**src/rtl/thermo_alert_pkg.sv**
```systemverilog
`timescale 1ns/1ps
package thermo_alert_pkg;

  localparam int CNT_W = 3;

  typedef enum logic [1:0] {
    TM_CMP  = 2'b00,
    TM_INT  = 2'b01,
    TM_ICMP = 2'b10,
    TM_RSV  = 2'b11
  } tmode_e;

  function automatic logic [CNT_W-1:0] need_count(input logic [1:0] sel);
    logic [CNT_W-1:0] n;
    case (sel)
      2'd0:    n = CNT_W'(1);
      2'd1:    n = CNT_W'(2);
      2'd2:    n = CNT_W'(4);
      default: n = CNT_W'(6);
    endcase
    return n;
  endfunction

endpackage

```
**src/rtl/fault_qualifier.sv**
```systemverilog
`timescale 1ns/1ps
module fault_qualifier
  import thermo_alert_pkg::*;
#(
  parameter int TEMP_W = 13
) (
  input  logic              clk,
  input  logic              rst,
  input  logic              conv_done,
  input  logic [TEMP_W-1:0] temp,
  input  logic [TEMP_W-1:0] lim_hi,
  input  logic [TEMP_W-1:0] lim_lo,
  input  logic              watch_cold,
  input  logic              hold,
  input  logic [CNT_W-1:0]  need,
  output logic              trip
);

  logic             hot, cold, cond;
  logic [CNT_W-1:0] cnt, cnt_nxt;

  // full-width signed comparisons
  always_comb begin
    hot     = $signed(temp) >= $signed(lim_hi);
    cold    = $signed(temp) <  $signed(lim_lo);
    cond    = watch_cold ? cold : hot;
    cnt_nxt = cnt + CNT_W'(1);
    trip    = conv_done && !hold && cond && (cnt_nxt >= need);
  end

  always_ff @(posedge clk) begin
    if (rst) begin
      cnt <= '0;
    end else if (hold) begin
      cnt <= '0;
    end else if (conv_done) begin
      if (!cond || trip) cnt <= '0;
      else               cnt <= cnt_nxt;
    end
  end

  // a failing result restarts the run
  p_miss_restarts_r9: assert property (@(posedge clk) disable iff (rst)
    (conv_done && !hold && !cond) |=> (cnt == '0));

  // no counting while the policy holds the state
  p_hold_clears_r9: assert property (@(posedge clk) disable iff (rst)
    hold |=> (cnt == '0));

  // non-strobe cycles leave the count alone
  p_idle_stable_r9: assert property (@(posedge clk) disable iff (rst)
    (!conv_done && !hold) |=> $stable(cnt));

endmodule

```
**src/rtl/alert_policy.sv**
```systemverilog
`timescale 1ns/1ps
module alert_policy
  import thermo_alert_pkg::*;
(
  input  logic       clk,
  input  logic       rst,
  input  logic [1:0] mode,
  input  logic       trip,
  input  logic       reg_rd,
  input  logic       comm,
  input  logic       shutdown,
  output logic       active,
  output logic       watch_cold,
  output logic       hold
);

  tmode_e md;
  logic   is_int, is_icmp;
  logic   arm_low, pend;

  always_comb begin
    md         = tmode_e'(mode);
    is_int     = (md == TM_INT);
    is_icmp    = (md == TM_ICMP);
    watch_cold = is_int ? arm_low : active;
    hold       = (is_int && active) || (is_icmp && pend);
  end

  always_ff @(posedge clk) begin
    if (rst) begin
      active  <= 1'b0;
      arm_low <= 1'b0;
      pend    <= 1'b0;
    end else if (is_int) begin
      if (active && (reg_rd || shutdown)) begin
        active  <= 1'b0;
        arm_low <= ~arm_low;
      end else if (trip) begin
        active <= 1'b1;
      end
    end else if (is_icmp) begin
      if (pend && comm) begin
        active <= 1'b0;
        pend   <= 1'b0;
      end else if (trip) begin
        if (active) pend   <= 1'b1;
        else        active <= 1'b1;
      end
    end else if (trip) begin
      active <= ~active;
    end
  end

  // read clears a latched interrupt
  p_read_clears_r4: assert property (@(posedge clk) disable iff (rst)
    (is_int && active && reg_rd) |=> !active);

  // a clear swaps the arming limit
  p_clear_swaps_arm_r5: assert property (@(posedge clk) disable iff (rst)
    (is_int && active && (reg_rd || shutdown)) |=> (arm_low != $past(arm_low)));

  // only an acknowledge releases the alert
  p_needs_comm_r6: assert property (@(posedge clk) disable iff (rst)
    (is_icmp && active && !comm) |=> active);

  // bus events do not move a comparator alert
  p_cmp_ignores_bus_r3: assert property (@(posedge clk) disable iff (rst)
    (!is_int && !is_icmp && !trip) |=> $stable(active));

endmodule

```
**src/rtl/alert_driver.sv**
```systemverilog
`timescale 1ns/1ps
module alert_driver (
  input  logic clk,
  input  logic rst,
  input  logic active,
  input  logic pol,
  output logic alert_pin
);

  always_ff @(posedge clk) begin
    if (rst) alert_pin <= 1'b1;
    else     alert_pin <= pol ? active : ~active;
  end

  // the pin idles high after reset with active-low polarity
  p_idle_after_reset_r7: assert property (@(posedge clk)
    $fell(rst) |-> alert_pin);

endmodule

```
**src/rtl/thermo_alert.sv**
```systemverilog
`timescale 1ns/1ps
module thermo_alert
  import thermo_alert_pkg::*;
#(
  parameter int TEMP_W = 13
) (
  input  logic              clk,
  input  logic              rst,
  input  logic              conv_done,
  input  logic [TEMP_W-1:0] temp,
  input  logic [TEMP_W-1:0] lim_hi,
  input  logic [TEMP_W-1:0] lim_lo,
  input  logic [1:0]        mode,
  input  logic [1:0]        fault_sel,
  input  logic              pol,
  input  logic              reg_rd,
  input  logic              comm,
  input  logic              shutdown,
  output logic              alert_pin
);

  logic             trip, active, watch_cold, hold;
  logic [CNT_W-1:0] need;

  always_comb need = need_count(fault_sel);

  fault_qualifier #(.TEMP_W(TEMP_W)) u_qual (
    .clk        (clk),
    .rst        (rst),
    .conv_done  (conv_done),
    .temp       (temp),
    .lim_hi     (lim_hi),
    .lim_lo     (lim_lo),
    .watch_cold (watch_cold),
    .hold       (hold),
    .need       (need),
    .trip       (trip)
  );

  alert_policy u_policy (
    .clk        (clk),
    .rst        (rst),
    .mode       (mode),
    .trip       (trip),
    .reg_rd     (reg_rd),
    .comm       (comm),
    .shutdown   (shutdown),
    .active     (active),
    .watch_cold (watch_cold),
    .hold       (hold)
  );

  alert_driver u_drv (
    .clk       (clk),
    .rst       (rst),
    .active    (active),
    .pol       (pol),
    .alert_pin (alert_pin)
  );

  // a trip always moves the alert in comparator mode
  p_trip_moves_r2: assert property (@(posedge clk) disable iff (rst)
    (trip && (mode == 2'b00)) |=> (active != $past(active)));

endmodule

```
**config.mk**
```make
export PLATFORM = sky130hd
export DESIGN_NAME = thermo_alert
export DESIGN_NICKNAME = d
export VERILOG_FILES = /design/src/rtl/thermo_alert_pkg.sv /design/src/rtl/fault_qualifier.sv /design/src/rtl/alert_policy.sv /design/src/rtl/alert_driver.sv /design/src/rtl/thermo_alert.sv
export SDC_FILE = /design/constraint.sdc
export NUM_CORES = 1
export LEC_CHECK = 0
export BUFFER_PORTS_ARGS = -buffer_cell sky130_fd_sc_hd__buf_4
export CAP_MARGIN = 20
export CORE_MARGIN = 2
export CORE_UTILIZATION = 45
export CTS_CLUSTER_SIZE = 10
export DETAILED_ROUTE_END_ITERATION = 10
export PLACE_DENSITY_LB_ADDON = 0.3
export RECOVER_POWER = 50
export SETUP_SLACK_MARGIN = 0.3
export SKIP_CTS_REPAIR_TIMING = 1
export SLEW_MARGIN = 20
export SYNTH_ARGS = -nofsm -noshare
export SYNTH_HDL_FRONTEND = slang
export SYNTH_SLANG_ARGS = --single-unit
```
**constraint.sdc**
```tcl
create_clock -name clk -period 2.1 [get_ports clk]
set_input_delay 0.105 -clock clk [delete_from_list [all_inputs] [get_ports clk]]
set_output_delay 0.105 -clock clk [all_outputs]
set_load 0.05 [all_outputs]
```
======== Word level (Yosys, flattened, before mapping) ========
Index checks and enable logic that the tools add are counted.
word-level totals
  bits in registers ....................... 7
  latch bits .............................. 0
  RAM bits ................................ 0
  bits in read-only memories .............. 0
  input bits .............................. 50
  output and inout bits ................... 1
  memories ................................ 0
operators by class
  add/sub/neg operators ................... 1
  multiply operators ...................... 0
  div/mod/pow operators ................... 0
  $lt $le $gt $ge ......................... 3
  eq/ne operators ......................... 4
  shift-type cells ........................ 0
  multiplexer cells ....................... 14
  bitwise logic cells ..................... 3
  reduce and logical (&&, ||, !) cells .... 19
operators with widths
  operator             count
  $ge 13x13->1         1
  $lt 13x13->1         1
  $mux 1               12
  $pmux 3 s3           1
  $logic_and 1x1->1    7
  $eq 2x1->1 const B   2
  $eq 2x2->1 const B   2
  $reduce_and 4->1     1
  $reduce_bool 2->1    2
  $add 3x1->3 const B  1
  $ge 3x3->1           1
  $logic_or 1x1->1     3
  $mux 3               1
  $not 1->1            3
  $reduce_bool 3->1    1
  $logic_not 1->1      2
  $logic_not 2->1      1
  $reduce_and 2->1     1
  $reduce_or 2->1      1

======== Logic depth before layout (Yosys ltp) ========
Gate-level depths: netlist of the first run.
  word-level depth ........................ 11
  mapped depth ............................ 9
  depth with buffers taken out ............ 9

======== Hierarchy ========
Synthesis of the first run repeated with hierarchy kept, for this count alone.
unflattened totals
  cell total of the unflattened synthesis .. 144
  area total of the unflattened synthesis .. 1109.8 sq um
by module, submodules not included
  module           times used  cells each  area each (sq um)
  fault_qualifier  1           118         889.6
  alert_policy     1           20          173.9
  alert_driver     1           3           35.0
  thermo_alert     1           3           11.3

======== Worst setup path before layout of the first run ========
OpenSTA, ideal clock, no wires.
  path kind ............................... reg2reg
  from .................................... reg u_qual.cnt[0]
  to ...................................... reg u_policy.pend
  setup time .............................. 70 ps
  arrival ................................. 1762 ps
  data required time ...................... 2030 ps
  path slack .............................. 268 ps
  stages on the path, launching flop included .. 9
  buffers on the path ..................... 0
  clock period less this slack ............ 1832 ps
  cells stage by stage .................... dfxtp_1 ha_1 ha_1 a21o_1 a21oi_1 nor2_1 inv_1 or3_1 a21oi_1
on the way
  word-level cells in the longest chain between the ends .. 5
RTL lines
  what                         line                   text
  start: declaration           fault_qualifier.sv:20  logic [CNT_W-1:0] cnt, cnt_nxt;
  start signal: assignment     fault_qualifier.sv:38  else cnt <= cnt_nxt;
  $add 3x1->3                  fault_qualifier.sv:27  cnt_nxt = cnt + CNT_W'(1);
  $ge 3x3->1                   fault_qualifier.sv:28  trip = conv_done && !hold && cond && (cnt_nxt >= need);
  $logic_and 1x1->1            fault_qualifier.sv:28
  $reduce_bool 2->1 (no line)  --
  $reduce_and 4->1 (no line)   --
  end signal: assignment       alert_policy.sv:33     pend <= 1'b0;
  end signal: assignment       alert_policy.sv:44     pend <= 1'b0;
  end signal: assignment       alert_policy.sv:46     if (active) pend <= 1'b1;
  end: declaration             alert_policy.sv:19     logic arm_low, pend;
No other way between the ends.
A chain may end at the register's enable or synchronous reset.

======== Final worst setup path of the first run ========
  from .................................... in temp[10]
  to ...................................... reg u_policy.pend
on the way
  word-level cells in the longest chain between the ends .. 6
RTL lines
  what                                          line                                          text
  start: declaration                            thermo_alert.sv:10                            input logic [TEMP_W-1:0] temp,
  $ge 13x13->1 or $lt 13x13->1 (tied branches)  fault_qualifier.sv:24, fault_qualifier.sv:25
  $mux 1 *                                      fault_qualifier.sv:26                         cond = watch_cold ? cold : hot;
  $logic_and 1x1->1 * (2 in a row)              fault_qualifier.sv:28
  $reduce_bool 2->1 (no line) *                 --
  $reduce_and 4->1 (no line) *                  --
Mark *: on every way between the ends. The rest lies on a longest branch, timed or not.

==> summary.md, run 1 <==
| Metric | Value |
|---|---|
| Leading area contributor after synthesis | `ha_1` |
| Die Ht | `between 50 and 60 µm` |
| Layout cells sized above 1 | `0.379` |
| CORE AREA | `around 2500 µm²` |
| CP arrival | `approximately 2.0 ns` |
| Clock Sinks | `7` |
| Clock power frac | `0.204` |
| Final wirelength | `2920 µm` |
| Detailed-route via count | `~1300` |
| Worst slack at placement | `roughly 0.028 ns` |
| Commonest non-fill, non-tap cells in the layout | `buf_4, inv_1, ha_1` |
| Ranking of synthesized cells by area | `ha_1, dfxtp_1, inv_1, nand2b_1, a21oi_1` |
| Commonest non-fill, non-tap cell in the layout | `buf_4` |
| CP endpoint kind | `flip-flop` |
| Switching share of total power | `0.363` |
| Die Wd | `about 55 µm` |
| Fillers | `~220` |
| Unrepaired setup endpoints after global routing | `true` |
| Maximum fanout along the worst path | `6` |
| Yosys reg bits | `7` |
| Startpoint Class | `primary input` |
| Leakage | `just over 0.9 nW` |
| Post-layout util | `0.698` |
| Vias in the first global route | `between 1000 and 1500` |
| TNS Setup | `0 ns` |
| Library cells used by synthesis | `37` |
| Largest net degree at the start of global routing | `9` |
| WL per Instance | `approximately 13 µm` |
| Clock Latency Late Sink | `roughly 0.26 ns` |
| Post-Synthesis Cells | `~150` |
| Post-synth EDFFs | `0` |
| Syn Nets | `230` |
| Site row count | `18` |
| CTS max path bufs | `2` |
| Clock tree root buffer cell | `clkbuf_4` |
| CTS Buf Count | `3` |
| Final hold vios | `0` |
| Final ANT Viol Nets | `0` |
| Internal power | `0.396 mW` |
| Final setup vio count | `0` |
| ANT cells | `0` |
| Post-route worst hold slack | `around 0.027 ns` |
| Max-slew violations | `0` |
| Worst slew pin tran | `about 0.6 ns` |
| Crit path time final | `roughly 1.8 ns` |
| DRT Pass-1 Iters | `4` |
| Fin nets | `approximately 290` |
| Initial Utilization | `0.475` |
| CTS H-tree lvls | `1` |
| Hpwl dp | `approximately 2300 µm` |
| Post-synth ARST share | `0` |
| Routability cong. | `approximately 0.85` |
| Synth top area share | `0.326` |
| First-pass GRT wire length | `~4700 µm` |
| Status | `finished, final reports clean` |
| # port buffers | `50` |
| Syn_area_per_cell | `about 8.0 µm²` |
| Period utilisation layout | `0.861` |
| Hold Crit Class | `primary input to flip-flop` |
| Max Cap Viol | `0` |
| Overflow after GRT | `0` |
| Seq/Total Area, Yosys | `0.118` |
| Max-slew headroom | `0.609` |
| Setup WS post-layout | `just under 0.3 ns` |
| Peak supply drop | `0.468 mV` |
| Initial antenna violation count | `0` |
| Synthesis Warnings | `0` |
| All-Layer GR Usage | `0.182` |
| PD cells | `356 nW/µm²` |
| Residual DRC | `0` |
| Critical path class | `primary input to flip-flop` |
| Comb pwr share | `0.538` |
| Seq pwr share | `0.258` |
| FF/Latch Area | `approximately 150 µm²` |
| Critical path required time | `2.29 ns` |
| Number of I/O pins | `51` |
| P&R area growth vs syn | `46.8%` |
| Initial DRC count | `31` |
| Cell area after synthesis | `1190 µm²` |
| Multi-input logic area | `1040 µm²` |
| Max Freq | `between 500 and 600 MHz` |
| Full die area | `between 3000 and 4000 µm²` |
| Vias per Instance | `roughly 5.4` |
| TritonCTS clock tree | `built` |
| Final total power | `0.621 mW` |
| Synth Flop Type | `dfxtp_1` |
| Switch Pwr | `between 0.2 and 0.25 mW` |
| Worst-path clk slew | `around 0.060 ns` |
| Clock skew | `between 0.006 and 0.007 ns` |
-- power by group through the flow --
stage	Clock (mW)	Combinational [mW]	Sequential [mW]
final	0.127	0.334	0.160
after floorplan	0	0.171	0.160
after global routing	0.137	0.373	0.162
after detailed placement	0	0.289	0.161
after global placement	0	0.281	0.160
after CTS	0.131	0.291	0.158
-- area by class of cell --
cell class,instances,area share
tap,30,0.0215
inverter,31,0.0667
clock inverter,1,0.00287
timing repair buffer,51,0.217
sequential,7,0.0832
multi-input combinational,110,0.596
clock buffer,3,0.0129
-- synthesized netlist by cell type, types with 2 or more instances --
master	count
nor2b_1	3
nor2_1	5
nand2b_1	8
o211ai_1	2
nand2_1	6
a21o_1	4
a211o_1	2
xor2_1	3
nor3_1	3
nand3_1	4
dfxtp_1	7
o21ai_0	5
and4_1	2
or3_1	2
inv_1	31
ha_1	31
a21oi_1	9
a31oi_1	3
-- worst max-delay path, stage by stage --
cell,delay (ns)
buf_4,0.12
ha_1,0.31
nand3_2,0.11
nor3_1,0.06
a2111o_1,0.39
a41oi_2,0.18
o211ai_1,0.21
or3_1,0.39
a21oi_1,0.13
-- metal layers --
layer  global-route usage  vias to the layer above  part of all wire
li1                     -                      637                 -
met1                0.231                      562              0.45
met2                0.308                       45              0.48
met3               0.0422                        7             0.054
met4               0.0453                        0             0.020
met5                    0                        -                 0
-- metrics by stage --
step	instances	cell area (µm²)
6_report	233	1750
3_5_place_dp	228	1600
5_1_grt	233	1750
3_3_place_gp	228	1600
2_1_floorplan	149	1190
4_1_cts	232	1620
-- worst paths after layout --
kind	slack, ns	cells after the start	end	start
max	0.29	9	u_policy.pend$_SDFFE_PP0P_	temp[10]
min	0.03	2	u_policy.arm_low$_SDFFE_PP0P_	rst
max reg2reg	0.32	7	u_qual.cnt[1]$_SDFFE_PP0P_	u_qual.cnt[0]$_SDFFE_PP0P_
min reg2reg	0.50	2	u_qual.cnt[1]$_SDFFE_PP0P_	u_qual.cnt[1]$_SDFFE_PP0P_
-- cells by family (layout without fill, tap and decap cells) --
family / Yosys count / after routing / share of synthesized area
xor+xnor: 3 / 3 / 0.0221
flops: 7 / 7 / 0.118
mux: 1 / 1 / 0.0189
buf+inv: 32 / 86 / 0.102
fa+ha+maj: 31 / 31 / 0.326
compound gates: 37 / 37 / 0.231
simple gates: 38 / 38 / 0.182
-- flip-flops by register name, summed over array words and instances, names as in the netlist --
register,flops
u_qual.cnt,3
u_drv.alert_pin,1
u_policy.active,1
u_policy.arm_low,1
u_policy.pend,1
No activity file was read; power rests on OpenSTA's default activity.
==> run 2: changes to the inputs <==
- CORE_UTILIZATION: 45 -> 48
==> summary.md, run 2 (synthesis results as in run 1) <==
| Metric | Value |
|---|---|
| Internal power | `0.403 mW (was 0.396 mW)` |
| Commonest non-fill, non-tap cells in the layout | `buf_4, inv_1, ha_1 (unchanged)` |
| Largest net degree at the start of global routing | `9 (unchanged)` |
| Slowest cell on the critical path | `dfxtp_4 (was a2111o_1)` |
| Switch Pwr | `0.225 mW (was 0.226 mW)` |
| PD cells | `355 nW/µm² (was 356 nW/µm²)` |
| Layout cells sized above 1 | `0.387 (was 0.379)` |
| Die Wd | `53.8 µm (was 55.4 µm)` |
| Clock Sinks | `7 (unchanged)` |
| All-Layer GR Usage | `0.207 (was 0.182)` |
| Switching share of total power | `0.358 (was 0.363)` |
| Worst r2r src | `u_qual.cnt[0]$_SDFFE_PP0P_ (unchanged)` |
| Largest register FFs | `3 (unchanged)` |
| Seq pwr share | `0.256 (was 0.258)` |
| First-pass GRT wire length | `4490 µm (was 4710 µm)` |
| Final hold vios | `0 (unchanged)` |
| Die Ht | `53.8 µm (was 55.4 µm)` |
| Initial Utilization | `0.493 (was 0.475)` |
| CP endpoint kind | `flip-flop (unchanged)` |
| Buf/Inv on CP | `0 (was 1)` |
| Worst-path cell chain | `ha_4, xor2_1, ha_1, a21oi_2, nor2_2, nor4b_1, o21ba_1 (was buf_4, ha_1, nand3_2, nor3_1, a2111o_1, a41oi_2, o211ai_1, or3_1, a21oi_1)` |
| Comb pwr share | `0.547 (was 0.538)` |
| Detailed-route via count | `1264 (was 1251)` |
| Startpoint Class | `flip-flop (was primary input)` |
| Commonest non-fill, non-tap cell in the layout | `buf_4 (unchanged)` |
| Vias per Instance | `5.40 (was 5.37)` |
| WL per Instance | `13.0 µm (was 12.5 µm)` |
| Setup WS post-layout | `0.275 ns (was 0.293 ns)` |
| CP arrival | `2.01 ns (was 2.00 ns)` |
| DRT Pass-1 Iters | `4 (unchanged)` |
| P&R area growth vs syn | `48.7% (was 46.8%)` |
| Clock power frac | `0.198 (was 0.204)` |
| CORE AREA | `2410 µm² (was 2500 µm²)` |
| Overflow after GRT | `0 (unchanged)` |
| Final wirelength | `3050 µm (was 2920 µm)` |
| TNS Setup | `0 ns (unchanged)` |
| Post-route worst hold slack | `0.0279 ns (was 0.0267 ns)` |
| Max stage delay on crit path | `0.37 ns (was 0.39 ns)` |
| Fin nets | `286 (was 285)` |
| Crit path time final | `1.83 ns (was 1.81 ns)` |
| Unrepaired setup endpoints after global routing | `true (unchanged)` |
| Register with the most flip-flops | `u_qual.cnt (unchanged)` |
| Initial DRC count | `16 (was 31)` |
| Critical path required time | `2.29 ns (about the same)` |
| Reg-to-reg endpoint | `u_qual.cnt[0]$_SDFFE_PP0P_ (was u_qual.cnt[1]$_SDFFE_PP0P_)` |
| Peak supply drop | `0.475 mV (was 0.468 mV)` |
| Worst slew pin tran | `0.586 ns (was 0.589 ns)` |
| Residual DRC | `0 (unchanged)` |
| Maximum fanout along the worst path | `4 (was 6)` |
| Max Freq | `548 MHz (was 553 MHz)` |
| Worst-path clk slew | `0.06 ns (about the same)` |
| CP startpoint | `u_qual.cnt[0]$_SDFFE_PP0P_ (was temp[10])` |
| CP Depth | `7 (was 9)` |
| Status | `finished, final reports clean (unchanged)` |
| Max-slew violations | `0 (unchanged)` |
| Site row count | `18 (unchanged)` |
| Initial antenna violation count | `0 (unchanged)` |
| Final total power | `0.628 mW (was 0.621 mW)` |
| Leakage | `0.914 nW (was 0.911 nW)` |
| Hpwl dp | `2370 µm (was 2310 µm)` |
| Number of I/O pins | `51 (unchanged)` |
| Reg2Reg Setup Slack | `0.27 ns (was 0.32 ns)` |
| CTS H-tree lvls | `1 (unchanged)` |
| Worst slack at placement | `0.00406 ns (was 0.0278 ns)` |
| Clock Latency Late Sink | `0.26 ns (about the same)` |
| Final setup vio count | `0 (unchanged)` |
| CTS max path bufs | `2 (unchanged)` |
| Final ANT Viol Nets | `0 (unchanged)` |
| Setup crit end | `u_qual.cnt[0]$_SDFFE_PP0P_ (was u_policy.pend$_SDFFE_PP0P_)` |
| # port buffers | `50 (unchanged)` |
| Vias in the first global route | `1164 (was 1173)` |
| Period utilisation layout | `0.869 (was 0.861)` |
| CTS Buf Count | `3 (unchanged)` |
| Worst reg2reg path depth | `7 (unchanged)` |
| TritonCTS clock tree | `built (unchanged)` |
| Full die area | `2890 µm² (was 3070 µm²)` |
| Routability cong. | `0.831 (was 0.846)` |
| Kind of cell adding the most delay to the critical path | `adder cells (was compound AO/OA/AOI/OAI gates)` |
| ANT cells | `0 (unchanged)` |
| Max-slew headroom | `0.611 (was 0.609)` |
| Clock tree root buffer cell | `clkbuf_4 (unchanged)` |
| Hold Crit Class | `primary input to flip-flop (unchanged)` |
| Clock skew | `0.0107 ns (was 0.00694 ns)` |
| Max Cap Viol | `0 (unchanged)` |
| Critical path class | `flip-flop to flip-flop (was primary input to flip-flop)` |
-- run 2: how the worst min path moves through the flow --
stage	slack, ns	from	endpoint	depth (start not counted)
5_1_grt	0.03	rst	u_policy.pend$_SDFFE_PP0P_	2
6_report	0.03	rst	u_policy.pend$_SDFFE_PP0P_	2
3_5_place_dp	0.31	rst	u_policy.pend$_SDFFE_PP0P_	2
3_3_place_gp	0.30	rst	u_policy.pend$_SDFFE_PP0P_	2
2_1_floorplan	0.17	rst	u_policy.pend$_SDFFE_PP0P_	1
4_1_cts	0.04	rst	u_policy.pend$_SDFFE_PP0P_	2
-- run 2: layout make-up --
type	instances	area [µm²]
clock buffer	4	26.3
fill	177	642
sequential	7	145
multi-input combinational	110	1060
tap	30	37.5
inverter	31	116
timing repair buffer	52	387
-- run 2: routing by layer --
metal | vias to the layer above | track usage | share of wire
li1 | 641 | - | -
met5 | - | 0 | 0
met3 | 8 | 0.0417 | 0.056
met2 | 42 | 0.380 | 0.52
met1 | 573 | 0.237 | 0.41
met4 | 0 | 0.0641 | 0.015
-- run 2: power by group through the flow --
stage               Sequential [mW]  Clock [mW]  Combinational [mW]
floorplan                     0.160           0               0.171
global placement              0.160           0               0.281
detailed placement            0.161           0               0.293
CTS                           0.158       0.126               0.295
global route                  0.162       0.139               0.380
finish                        0.160       0.124               0.343
-- run 2: metrics by stage --
step	util	cell area [µm²]	std cells
after floorplan	-	1190	149
after global placement	0.663	1600	228
after detailed placement	0.663	1600	228
after CTS	0.673	1620	232
after global routing	0.734	1770	234
final	0.734	1770	234
==> run 3: changes to the inputs <==
==> constraint.sdc (replaced) <==
create_clock -name clk -period 2.1 [get_ports clk]
set_input_delay 0.42 -clock clk [delete_from_list [all_inputs] [get_ports clk]]
set_output_delay 0.42 -clock clk [all_outputs]
set_load 0.05 [all_outputs]
==> summary.md, run 3 (synthesis results as in run 1) <==
| Metric | Value |
|---|---|
| Setup WS post-layout | `0.100 ns (was 0.275 ns)` |
| Site row count | `18 (unchanged)` |
| Max Freq | `500 MHz (was 548 MHz)` |
| Crit path time final | `2.00 ns (was 1.83 ns)` |
| Leakage | `0.935 nW (was 0.914 nW)` |
| Largest register FFs | `3 (unchanged)` |
| Post-route worst hold slack | `0.364 ns (was 0.0279 ns)` |
| Vias per Instance | `5.26 (was 5.40)` |
| Startpoint Class | `primary input (was flip-flop)` |
| Residual DRC | `0 (unchanged)` |
| Max Cap Viol | `0 (unchanged)` |
| WL per Instance | `12.0 µm (was 13.0 µm)` |
| Overflow after GRT | `0 (unchanged)` |
| Hold_sp | `rst (unchanged)` |
| ANT cells | `0 (unchanged)` |
| Die Ht | `53.8 µm (unchanged)` |
| Die Wd | `53.8 µm (unchanged)` |
| Clock Sinks | `7 (unchanged)` |
| Reg-to-reg endpoint | `u_qual.cnt[1]$_SDFFE_PP0P_ (was u_qual.cnt[0]$_SDFFE_PP0P_)` |
| Full die area | `2890 µm² (unchanged)` |
| Critical path required time | `2.27 ns (was 2.29 ns)` |
| TritonCTS clock tree | `built (unchanged)` |
| CP endpoint kind | `flip-flop (unchanged)` |
| Clock skew | `0.00115 ns (was 0.0107 ns)` |
| Worst-path clk slew | `0.05 ns (was 0.06 ns)` |
| Routability cong. | `0.817 (was 0.831)` |
| Critical path class | `primary input to flip-flop (was flip-flop to flip-flop)` |
| Initial antenna violation count | `0 (unchanged)` |
| Worst slew pin tran | `0.593 ns (was 0.586 ns)` |
| Hpwl dp | `2470 µm (was 2370 µm)` |
| Gr busiest metal | `met2 (unchanged)` |
| Post-Place Cell Area | `1760 µm² (was 1600 µm²)` |
| Unrepaired setup endpoints after global routing | `true (unchanged)` |
| Final setup vio count | `0 (unchanged)` |
| Met3 usage | `0.0194 (was 0.0417)` |
| DRT Pass-1 Iters | `4 (unchanged)` |
| Worst r2r src | `u_qual.cnt[0]$_SDFFE_PP0P_ (unchanged)` |
| Reg2Reg Setup Slack | `0.18 ns (was 0.27 ns)` |
| CTS Buf Count | `3 (unchanged)` |
| Register with the most flip-flops | `u_qual.cnt (unchanged)` |
| Layout cells sized above 1 | `0.469 (was 0.387)` |
| First-pass GRT wire length | `4410 µm (was 4490 µm)` |
| Worst reg2reg path depth | `7 (unchanged)` |
| P&R area growth vs syn | `57.7% (was 48.7%)` |
| Hold Crit Class | `primary input to flip-flop (unchanged)` |
| Detailed-route via count | `1257 (was 1264)` |
| Peak supply drop | `0.587 mV (was 0.475 mV)` |
| Initial Utilization | `0.493 (unchanged)` |
| Worst hold path cell count | `2 (unchanged)` |
| Period utilisation layout | `0.952 (was 0.869)` |
| Vias in the first global route | `1162 (was 1164)` |
| Fin nets | `291 (was 286)` |
| Clock Latency Late Sink | `0.24 ns (was 0.26 ns)` |
| Largest net degree at the start of global routing | `9 (unchanged)` |
| Placed Instances | `233 (was 228)` |
| CTS H-tree lvls | `1 (unchanged)` |
| CTS max path bufs | `2 (unchanged)` |
| PD cells | `340 nW/µm² (was 355 nW/µm²)` |
| Final wirelength | `2870 µm (was 3050 µm)` |
| Clock tree root buffer cell | `clkbuf_4 (unchanged)` |
| Status | `finished, final reports clean (unchanged)` |
| Maximum fanout along the worst path | `6 (was 4)` |
| Worst slack at placement | `-0.212 ns (was 0.00406 ns)` |
| Commonest non-fill, non-tap cell in the layout | `buf_4 (unchanged)` |
| Final total power | `0.637 mW (was 0.628 mW)` |
| GR Util met2 | `0.392 (was 0.380)` |
| Commonest non-fill, non-tap cells in the layout | `buf_4, inv_1, ha_1 (unchanged)` |
| Final ANT Viol Nets | `0 (unchanged)` |
| Number of I/O pins | `51 (unchanged)` |
| Initial DRC count | `22 (was 16)` |
| Final hold vios | `0 (unchanged)` |
| Max-slew headroom | `0.606 (was 0.611)` |
| Max-slew violations | `0 (unchanged)` |
| Post-route cell area | `1870 µm² (was 1770 µm²)` |
| Cell Count, Final, Fillers Out | `239 (was 234)` |
| Hold path endpoint | `u_policy.pend$_SDFFE_PP0P_ (unchanged)` |
| Met1 GRT Util | `0.230 (was 0.237)` |
| CORE AREA | `2410 µm² (unchanged)` |
| All-Layer GR Usage | `0.197 (was 0.207)` |
| # port buffers | `50 (unchanged)` |
| CP arrival | `2.17 ns (was 2.01 ns)` |
[run 3: changes by cell type in the layout (fill, tap and decap cells not counted), sizes merged]
cell	delta
clkbuf	+1
buf	+4
[run 3: final cells by class]
class | instances | area, µm²
clock buffer | 4 | 26.3
inverter | 31 | 119
sequential | 7 | 141
multi-input combinational | 110 | 1120
fill | 169 | 536
tap | 30 | 37.5
timing repair buffer | 57 | 428
[run 3: layer usage]
layer,vias to the layer above,wire length [µm],part of all wire
met5,-,0,0
met4,0,16,0.0056
met3,2,173,0.060
met2,38,1500,0.52
met1,569,1180,0.41
li1,648,-,-
[run 3: worst max-delay path: stages]
cell      delay (ns)
buf_4           0.13
ha_4            0.25
nand3_4         0.09
nor3_2          0.05
a2111o_1        0.40
a41oi_2         0.17
o211ai_2        0.16
or3_1           0.36
a21oi_1         0.14
[run 3: power by group]
part           switching (mW)  total, mW  internal (mW)
Clock                  0.0436      0.116         0.0721
Sequential             0.0143      0.159          0.144
Combinational           0.162      0.363          0.201
[run 3: how the worst max path moves through the flow]
stage	from	end	slack [ns]	depth (start not counted)
floorplan	temp[6]	u_policy.pend$_SDFFE_PP0P_	0.13	8
CTS	temp[6]	u_qual.cnt[0]$_SDFFE_PP0P_	0.03	9
finish	temp[10]	u_qual.cnt[1]$_SDFFE_PP0P_	0.10	9
detailed placement	temp[6]	u_qual.cnt[0]$_SDFFE_PP0P_	-0.21	9
global placement	temp[6]	u_policy.pend$_SDFFE_PP0P_	-0.11	9
global route	temp[7]	u_qual.cnt[1]$_SDFFE_PP0P_	0.03	9
[run 3: through the flow]
step | setup TNS (ns) | utilization
after floorplan | 0 | -
after global placement | -0.357 | 0.729
after detailed placement | -0.749 | 0.729
after CTS | 0 | 0.740
after global routing | 0 | 0.778
final | 0 | 0.778
